## src/rtl/mem_tap.sv

```systemverilog
`timescale 1ns/1ps
module mem_tap #(
  parameter int          IR_W     = 3,
  parameter int          ID_W     = 32,
  parameter logic [31:0] ID_VALUE = {3'b000, 17'b01011001000100101, 11'b00000110100, 1'b1}
) (
  input  logic tck,
  input  logic tms,
  input  logic tdi,
  input  logic trst_n,
  input  logic bnd_tdo,
  output logic tdo,
  output logic tdo_en,
  output logic bnd_sel,
  output logic bnd_capture,
  output logic bnd_shift,
  output logic bnd_update,
  output logic out_hiz
);
  localparam logic [IR_W-1:0] OP_EXTEST  = IR_W'(0);
  localparam logic [IR_W-1:0] OP_IDCODE  = IR_W'(1);
  localparam logic [IR_W-1:0] OP_SAMPLEZ = IR_W'(2);
  localparam logic [IR_W-1:0] OP_PRELOAD = IR_W'(4);

  typedef enum logic [3:0] {
    S_TLR, S_RTI, S_SEL_DR, S_CAP_DR, S_SH_DR, S_EX1_DR, S_PAU_DR, S_EX2_DR, S_UPD_DR,
    S_SEL_IR, S_CAP_IR, S_SH_IR, S_EX1_IR, S_PAU_IR, S_EX2_IR, S_UPD_IR
  } tap_state_e;

  tap_state_e state, nxt;
  logic [IR_W-1:0] ir_sh, ir;
  logic [ID_W-1:0] id_sh;
  logic            byp;
  logic            id_sel, dr_bit;

  always_comb begin
    unique case (state)
      S_TLR:    nxt = tms ? S_TLR    : S_RTI;
      S_RTI:    nxt = tms ? S_SEL_DR : S_RTI;
      S_SEL_DR: nxt = tms ? S_SEL_IR : S_CAP_DR;
      S_CAP_DR: nxt = tms ? S_EX1_DR : S_SH_DR;
      S_SH_DR:  nxt = tms ? S_EX1_DR : S_SH_DR;
      S_EX1_DR: nxt = tms ? S_UPD_DR : S_PAU_DR;
      S_PAU_DR: nxt = tms ? S_EX2_DR : S_PAU_DR;
      S_EX2_DR: nxt = tms ? S_UPD_DR : S_SH_DR;
      S_UPD_DR: nxt = tms ? S_SEL_DR : S_RTI;
      S_SEL_IR: nxt = tms ? S_TLR    : S_CAP_IR;
      S_CAP_IR: nxt = tms ? S_EX1_IR : S_SH_IR;
      S_SH_IR:  nxt = tms ? S_EX1_IR : S_SH_IR;
      S_EX1_IR: nxt = tms ? S_UPD_IR : S_PAU_IR;
      S_PAU_IR: nxt = tms ? S_EX2_IR : S_PAU_IR;
      S_EX2_IR: nxt = tms ? S_UPD_IR : S_SH_IR;
      S_UPD_IR: nxt = tms ? S_SEL_DR : S_RTI;
      default:  nxt = S_TLR;
    endcase
  end

  always_ff @(posedge tck or negedge trst_n)
    if (!trst_n) state <= S_TLR;
    else         state <= nxt;

  always_ff @(posedge tck) begin
    if (state == S_CAP_IR)     ir_sh <= OP_IDCODE;
    else if (state == S_SH_IR) ir_sh <= {tdi, ir_sh[IR_W-1:1]};
  end

  always_ff @(negedge tck or negedge trst_n)
    if (!trst_n)                ir <= OP_IDCODE;
    else if (state == S_TLR)    ir <= OP_IDCODE;
    else if (state == S_UPD_IR) ir <= ir_sh;

  assign id_sel  = (ir == OP_IDCODE);
  assign bnd_sel = (ir == OP_EXTEST) || (ir == OP_SAMPLEZ) || (ir == OP_PRELOAD);
  assign out_hiz = (ir == OP_SAMPLEZ);

  always_ff @(posedge tck) begin
    if (state == S_CAP_DR) begin
      byp <= 1'b0;
      if (id_sel) id_sh <= ID_VALUE[ID_W-1:0];
    end else if (state == S_SH_DR) begin
      byp <= tdi;
      if (id_sel) id_sh <= {tdi, id_sh[ID_W-1:1]};
    end
  end

  assign bnd_capture = bnd_sel && (state == S_CAP_DR);
  assign bnd_shift   = bnd_sel && (state == S_SH_DR);
  assign bnd_update  = bnd_sel && (state == S_UPD_DR);

  assign dr_bit = bnd_sel ? bnd_tdo : (id_sel ? id_sh[0] : byp);

  always_ff @(negedge tck or negedge trst_n)
    if (!trst_n) begin
      tdo    <= 1'b0;
      tdo_en <= 1'b0;
    end else begin
      tdo_en <= (state == S_SH_IR) || (state == S_SH_DR);
      if (state == S_SH_IR)      tdo <= ir_sh[0];
      else if (state == S_SH_DR) tdo <= dr_bit;
    end

  assert_tlr_idcode_R1: assert property (@(posedge tck) disable iff (!trst_n)
    state == S_TLR |=> (ir == OP_IDCODE && !out_hiz));
  assert_ir_hold_R8: assert property (@(posedge tck) disable iff (!trst_n)
    !(state inside {S_TLR, S_UPD_IR}) |-> $stable(ir));
  assert_byp_cap_R6: assert property (@(posedge tck) disable iff (!trst_n)
    state == S_CAP_DR |=> byp == 1'b0);
  assert_hiz_bnd_R7: assert property (@(posedge tck) disable iff (!trst_n)
    out_hiz |-> bnd_sel);
  assert_strobe_one_R10: assert property (@(posedge tck) disable iff (!trst_n)
    $onehot0({bnd_capture, bnd_shift, bnd_update}));
  assert_en_quiet_R9: assert property (@(posedge tck) disable iff (!trst_n)
    tdo_en |-> !bnd_capture && !bnd_update);
endmodule

```

## config.mk

```make
export PLATFORM = sky130hd
export DESIGN_NAME = mem_tap
export DESIGN_NICKNAME = d
export VERILOG_FILES = /design/src/rtl/mem_tap.sv
export SDC_FILE = /design/constraint.sdc
export NUM_CORES = 1
export LEC_CHECK = 0
export ABC_AREA = 1
export BUFFER_PORTS_ARGS = -buffer_cell sky130_fd_sc_hd__buf_2
export CELL_PAD_IN_SITES_DETAIL_PLACEMENT = 0
export CELL_PAD_IN_SITES_GLOBAL_PLACEMENT = 1
export CORE_ASPECT_RATIO = 1.75
export CORE_MARGIN = 5
export CORE_UTILIZATION = 30
export CTS_CLUSTER_DIAMETER = 120
export DETAILED_ROUTE_END_ITERATION = 16
export PLACE_DENSITY = 0.55
export SYNTH_ARGS = -nofsm -noshare
export SYNTH_HDL_FRONTEND = slang
export SYNTH_SLANG_ARGS = --single-unit
```

## constraint.sdc

```tcl
create_clock -name tck -period 6.01 [get_ports tck]
set_input_delay 0 -clock tck [delete_from_list [all_inputs] [get_ports tck]]
set_output_delay 0 -clock tck [all_outputs]
set_load 0.02 [all_outputs]
```

# After elaboration in Yosys (flattened, before gate mapping)
# Index checks and enable logic that the tools add are counted.
word_totals:
  ff_bits: 45
  in_bits: 5
  out_inout_bits: 7
  elab_cells: 65
op_classes:
  n_eq_ne: 20
  mux: 23
  n_reduce_logical: 15
ops:
  columns: ["cell", "n"]
  rows:
  - ["32-bit 2-to-1 mux", 4]
  - ["4-bit case mux with 12 select lines", 1]
  - ["4-bit == test (second input constant)", 8]
  - ["4-bit by 3-bit == test with 1-bit output (second input constant)", 4]
  - ["4-bit 2-to-1 mux", 4]
  - ["3-bit 2-to-1 mux", 4]
  - ["4-bit by 2-bit == test with 1-bit output (second input constant)", 2]
  - ["1-bit 2-to-1 mux", 7]
  - ["2-bit 2-to-1 mux", 3]
  - ["2-bit nonzero test", 3]
  - ["4-bit by 1-bit == test with 1-bit output (second input constant)", 1]
  - ["4-bit zero test", 1]
  - ["2-bit inequality test (second input constant)", 2]
  - ["2-bit OR reduction", 2]
  - ["3-bit by 1-bit == test with 1-bit output (second input constant)", 1]
  - ["3-bit by 2-bit == test with 1-bit output (second input constant)", 1]
  - ["3-bit == test (second input constant)", 1]
  - ["1-bit logical AND", 3]
  - ["3-bit zero test", 1]
  - ["1-bit logical OR", 3]
  - ["3-bit AND reduction", 1]
  - ["3-bit OR reduction", 1]

# Depth between registers and ports, before layout
logic_depth:
  ltp_word: 6
  ltp_mapped: 8
  mapped_depth_nobuf: 8

==> results.yml <==
drt:
  totalWireLength_mm: 3.87
  dr_pass1_iterations: 4
  detail-route-antenna-nets: 0
  wl_met2_mm: 2.05
  vias_per_cell: 4.51
  dr_total_vias: 1344
  wl_met1_mm: 1.59
  routed-wl-met3_um: 111
  wl_per_cell_um: 13.0
  drt_iter0_markers: 122
  dr.max_layer_used: "met4"
  detail_route.drc_violations: 0
yosys:
  synth-simple-area-share_pct: 21.2
  synthAdderAreaFrac_pct: 0
  synth_enable_flop_cells: 32
  synth.top_cells.by_area: "sky130_fd_sc_hd__edfxtp_1 49%, sky130_fd_sc_hd__inv_1 7.0%, sky130_fd_sc_hd__nor2_1 5.7%"
  synth_cell_count_leaders: "37 x sky130_fd_sc_hd__inv_1, 32 x sky130_fd_sc_hd__edfxtp_1, 30 x sky130_fd_sc_hd__nor2_1"
  async_flop_share_pct: 20.0
  synth-main-ff-cell: "sky130_fd_sc_hd__edfxtp_1"
  netlist_area_um2: 1980
  syn-num-nets: 203
  post_synth_xor_area_fraction_pct: 0
  post-synth-top-count-cell: "sky130_fd_sc_hd__inv_1"
  main_combinational_cell_family_by_area_after_synthesis: "simple AND/OR/NAND/NOR gates"
  ys_types: 28
  postSynthRegisterBits: 45
  multiplexer_share_of_the_synthesized_area_pct: 0
  synthCells: 198
  average_cell_area_after_synthesis_um2: 10.0
  synth_compound_area_share_pct: 5.82
  synth.largest_area_cell: "sky130_fd_sc_hd__edfxtp_1"
  ys_warn_count: 0
  synth_sequential_area_ratio_pct: 64.0
  area_share_of_the_leading_cell_type_in_the_synthesized_netlist_pct: 48.5
clocking:
  cts.repair_timing.setup_buffer_count: 0
  h-tree-depth: 2
  ctsLongestPathBuffers: 2
  cts_hold_buffers: 1
  cts.repair.resized: 0
  clock-sinks: 45
  insertion_delay_ns: 0.35
  clock-root-buffer: "sky130_fd_sc_hd__clkbuf_16"
  tritoncts_clock_tree: "yes"
  clkSlewWorstSetupHoldPaths_ns: 0.07
  numCtsBuffers: 5
setup_path:
  worstSetupEndpointType: "register"
  worst_setup_path_start_kind: "register"
  worstSetupPathDepth: 3
  cp.arrival_ns: 4.56
  worstPathMaxFanout: 32
  worstPathBufferInverterCount: 1
  critPathKind: "register to register"
  worstPathRequired_ns: 5.95
  worst_reg_to_reg_path_cell_count: 3
  worst_path_largest_cell_delay_ns: 0.54
  worstPathCellList: "nand3_1, a21oi_4, buf_4"
  cp_delay_by_family_top: "flip-flops"
  cpMaxStageDelayCell: "sky130_fd_sc_hd__dfstp_2"
finish:
  final_nets: 220
  final_design_area_no_fill_um2: 2340
  share_of_final_layout_standard_cells_stronger_than_drive_strength_1_pct: 17.1
  area.growth.synth_to_final_pct: 18.1
  num_antenna_cells: 0
  finish.cell_count_without_fillers: 298
floorplanning:
  die_height_um: 117
  die_area_um2: 8390
  start_util_pct: 30.5
  die_x_um: 71.4
  std_cell_rows: 39
  placeable_core_region_um2: 6490
  top_level_ports: 12
global_route:
  number_of_antenna_violations_at_the_first_check_in_global_routing: 0
  residual_overflow_from_global_routing: 0
  number_of_global_route_vias_before_repair: 1384
  grt_pass1_wl_mm: 6.73
  grt_start_max_net_pins: 33
  gr-usage-all-layers_pct: 10.3
worst_hold_path:
  hold-path-cell-count: 3
  holdCritPathClass: "input port to register"
sta:
  rsz0062_at_grt: "false"
  setup_viol: 0
  timing.clock.skew_ns: 0.0752
  max_slew.worst_pin.slew_ns: 0.450
  final_hold_viol_count: 0
  maxSlewViolCount: 0
  fin_tns_setup_ns: 0
  slew-limit-headroom_pct: 69.9
pwr:
  power.density_cell_area_nw_per_um2: 516
  peakVddDrop_uv: 169
  leakagePower_nw: 1.06
place:
  finalWeightedCongestion: 0.826
  place_hpwl_mm: 2.72
  dpl-instance-area_um2: 2130
  placedCellCount: 289
  port_buffers: 11
flow_run:
  cap_viol_max_count: 0
outcome:
  run_status: "finished, final reports clean"
## final cells by class
| class | instances | area, um^2 |
|---|---|---|
| clock inverter | 4 | 72.6 |
| clock buffer | 5 | 125 |
| timing repair buffer | 13 | 72.6 |
| multi-input combinational | 109 | 546 |
| sequential | 45 | 1270 |
| tap | 82 | 103 |
| inverter | 40 | 153 |
| fill | 666 | 4150 |
## final timing paths
kind | from | endpoint | slack [ns]
worst max-delay path | ir[0] | id_sh[29] | 1.39
worst min-delay path | tdi | ir_sh[2] | 0.02
worst max register to register | ir[0] | id_sh[29] | 1.39
worst min register to register | byp | byp | 0.47
max in group asynchronous | trst_n | ir[0] | 2.70
min in group asynchronous | trst_n | state[1] | 0.11
## worst register-to-register path, cell delays in order (launching register included)
cell and delay [ns]:
sky130_fd_sc_hd__dfstp_2 0.54, sky130_fd_sc_hd__nand3_1 0.14, sky130_fd_sc_hd__a21oi_4 0.13, sky130_fd_sc_hd__buf_4 0.38
## per-layer routing
layer  up-vias  GRT usage [%]
met5         -              0
met1       637           11.9
met3        10           1.79
met2        33           17.4
met4         0           5.76
li1        664              -
## flip-flops by register name (all words and copies together) (netlist names)
name	count
byp	1
id_sh	32
ir	3
ir_sh	3
state	4
tdo	1
tdo_en	1
## stage by stage
step	utilization [%]	worst slack (ns)	hold slack, ns	power, mW
floorplan	-	0.353	-0.296	0.773
global placement	32.9	1.46	-0.110	0.866
detailed placement	32.9	1.46	-0.110	0.863
CTS	36.0	1.38	0.00903	1.23
global route	36.0	1.26	0.0457	1.30
finish	36.0	1.39	0.0156	1.21
## layout by cell type, fill, tap and decap left out, types with 4 or more instances in the layout
master                      instances
sky130_fd_sc_hd__clkbuf_16          5
sky130_fd_sc_hd__a21oi_1            4
sky130_fd_sc_hd__nand2_1           27
sky130_fd_sc_hd__dfxtp_1            4
sky130_fd_sc_hd__buf_2             11
sky130_fd_sc_hd__nand3_1            8
sky130_fd_sc_hd__nor2_1            30
sky130_fd_sc_hd__dfrtn_1            4
sky130_fd_sc_hd__or2_1              9
sky130_fd_sc_hd__inv_1             37
sky130_fd_sc_hd__edfxtp_1          32
sky130_fd_sc_hd__o21ai_0            7
sky130_fd_sc_hd__dfrtp_1            4
sky130_fd_sc_hd__o22ai_1            4
## power breakdown
group / total (mW) / switching [mW] / internal (mW)
logic: 0.310 / 0.209 / 0.101
clock network: 0.358 / 0.118 / 0.240
registers: 0.539 / 0.0466 / 0.493
total: 1.21 / 0.373 / 0.835
## cell families after synthesis
| kind of cell | after synthesis |
|---|---|
| DFF | 45 |
| buffers and inverters | 44 |
| AOI/OAI and AO/OA | 20 |
| and+or+nand+nor | 89 |
No activity file was read; power rests on OpenSTA's default activity.
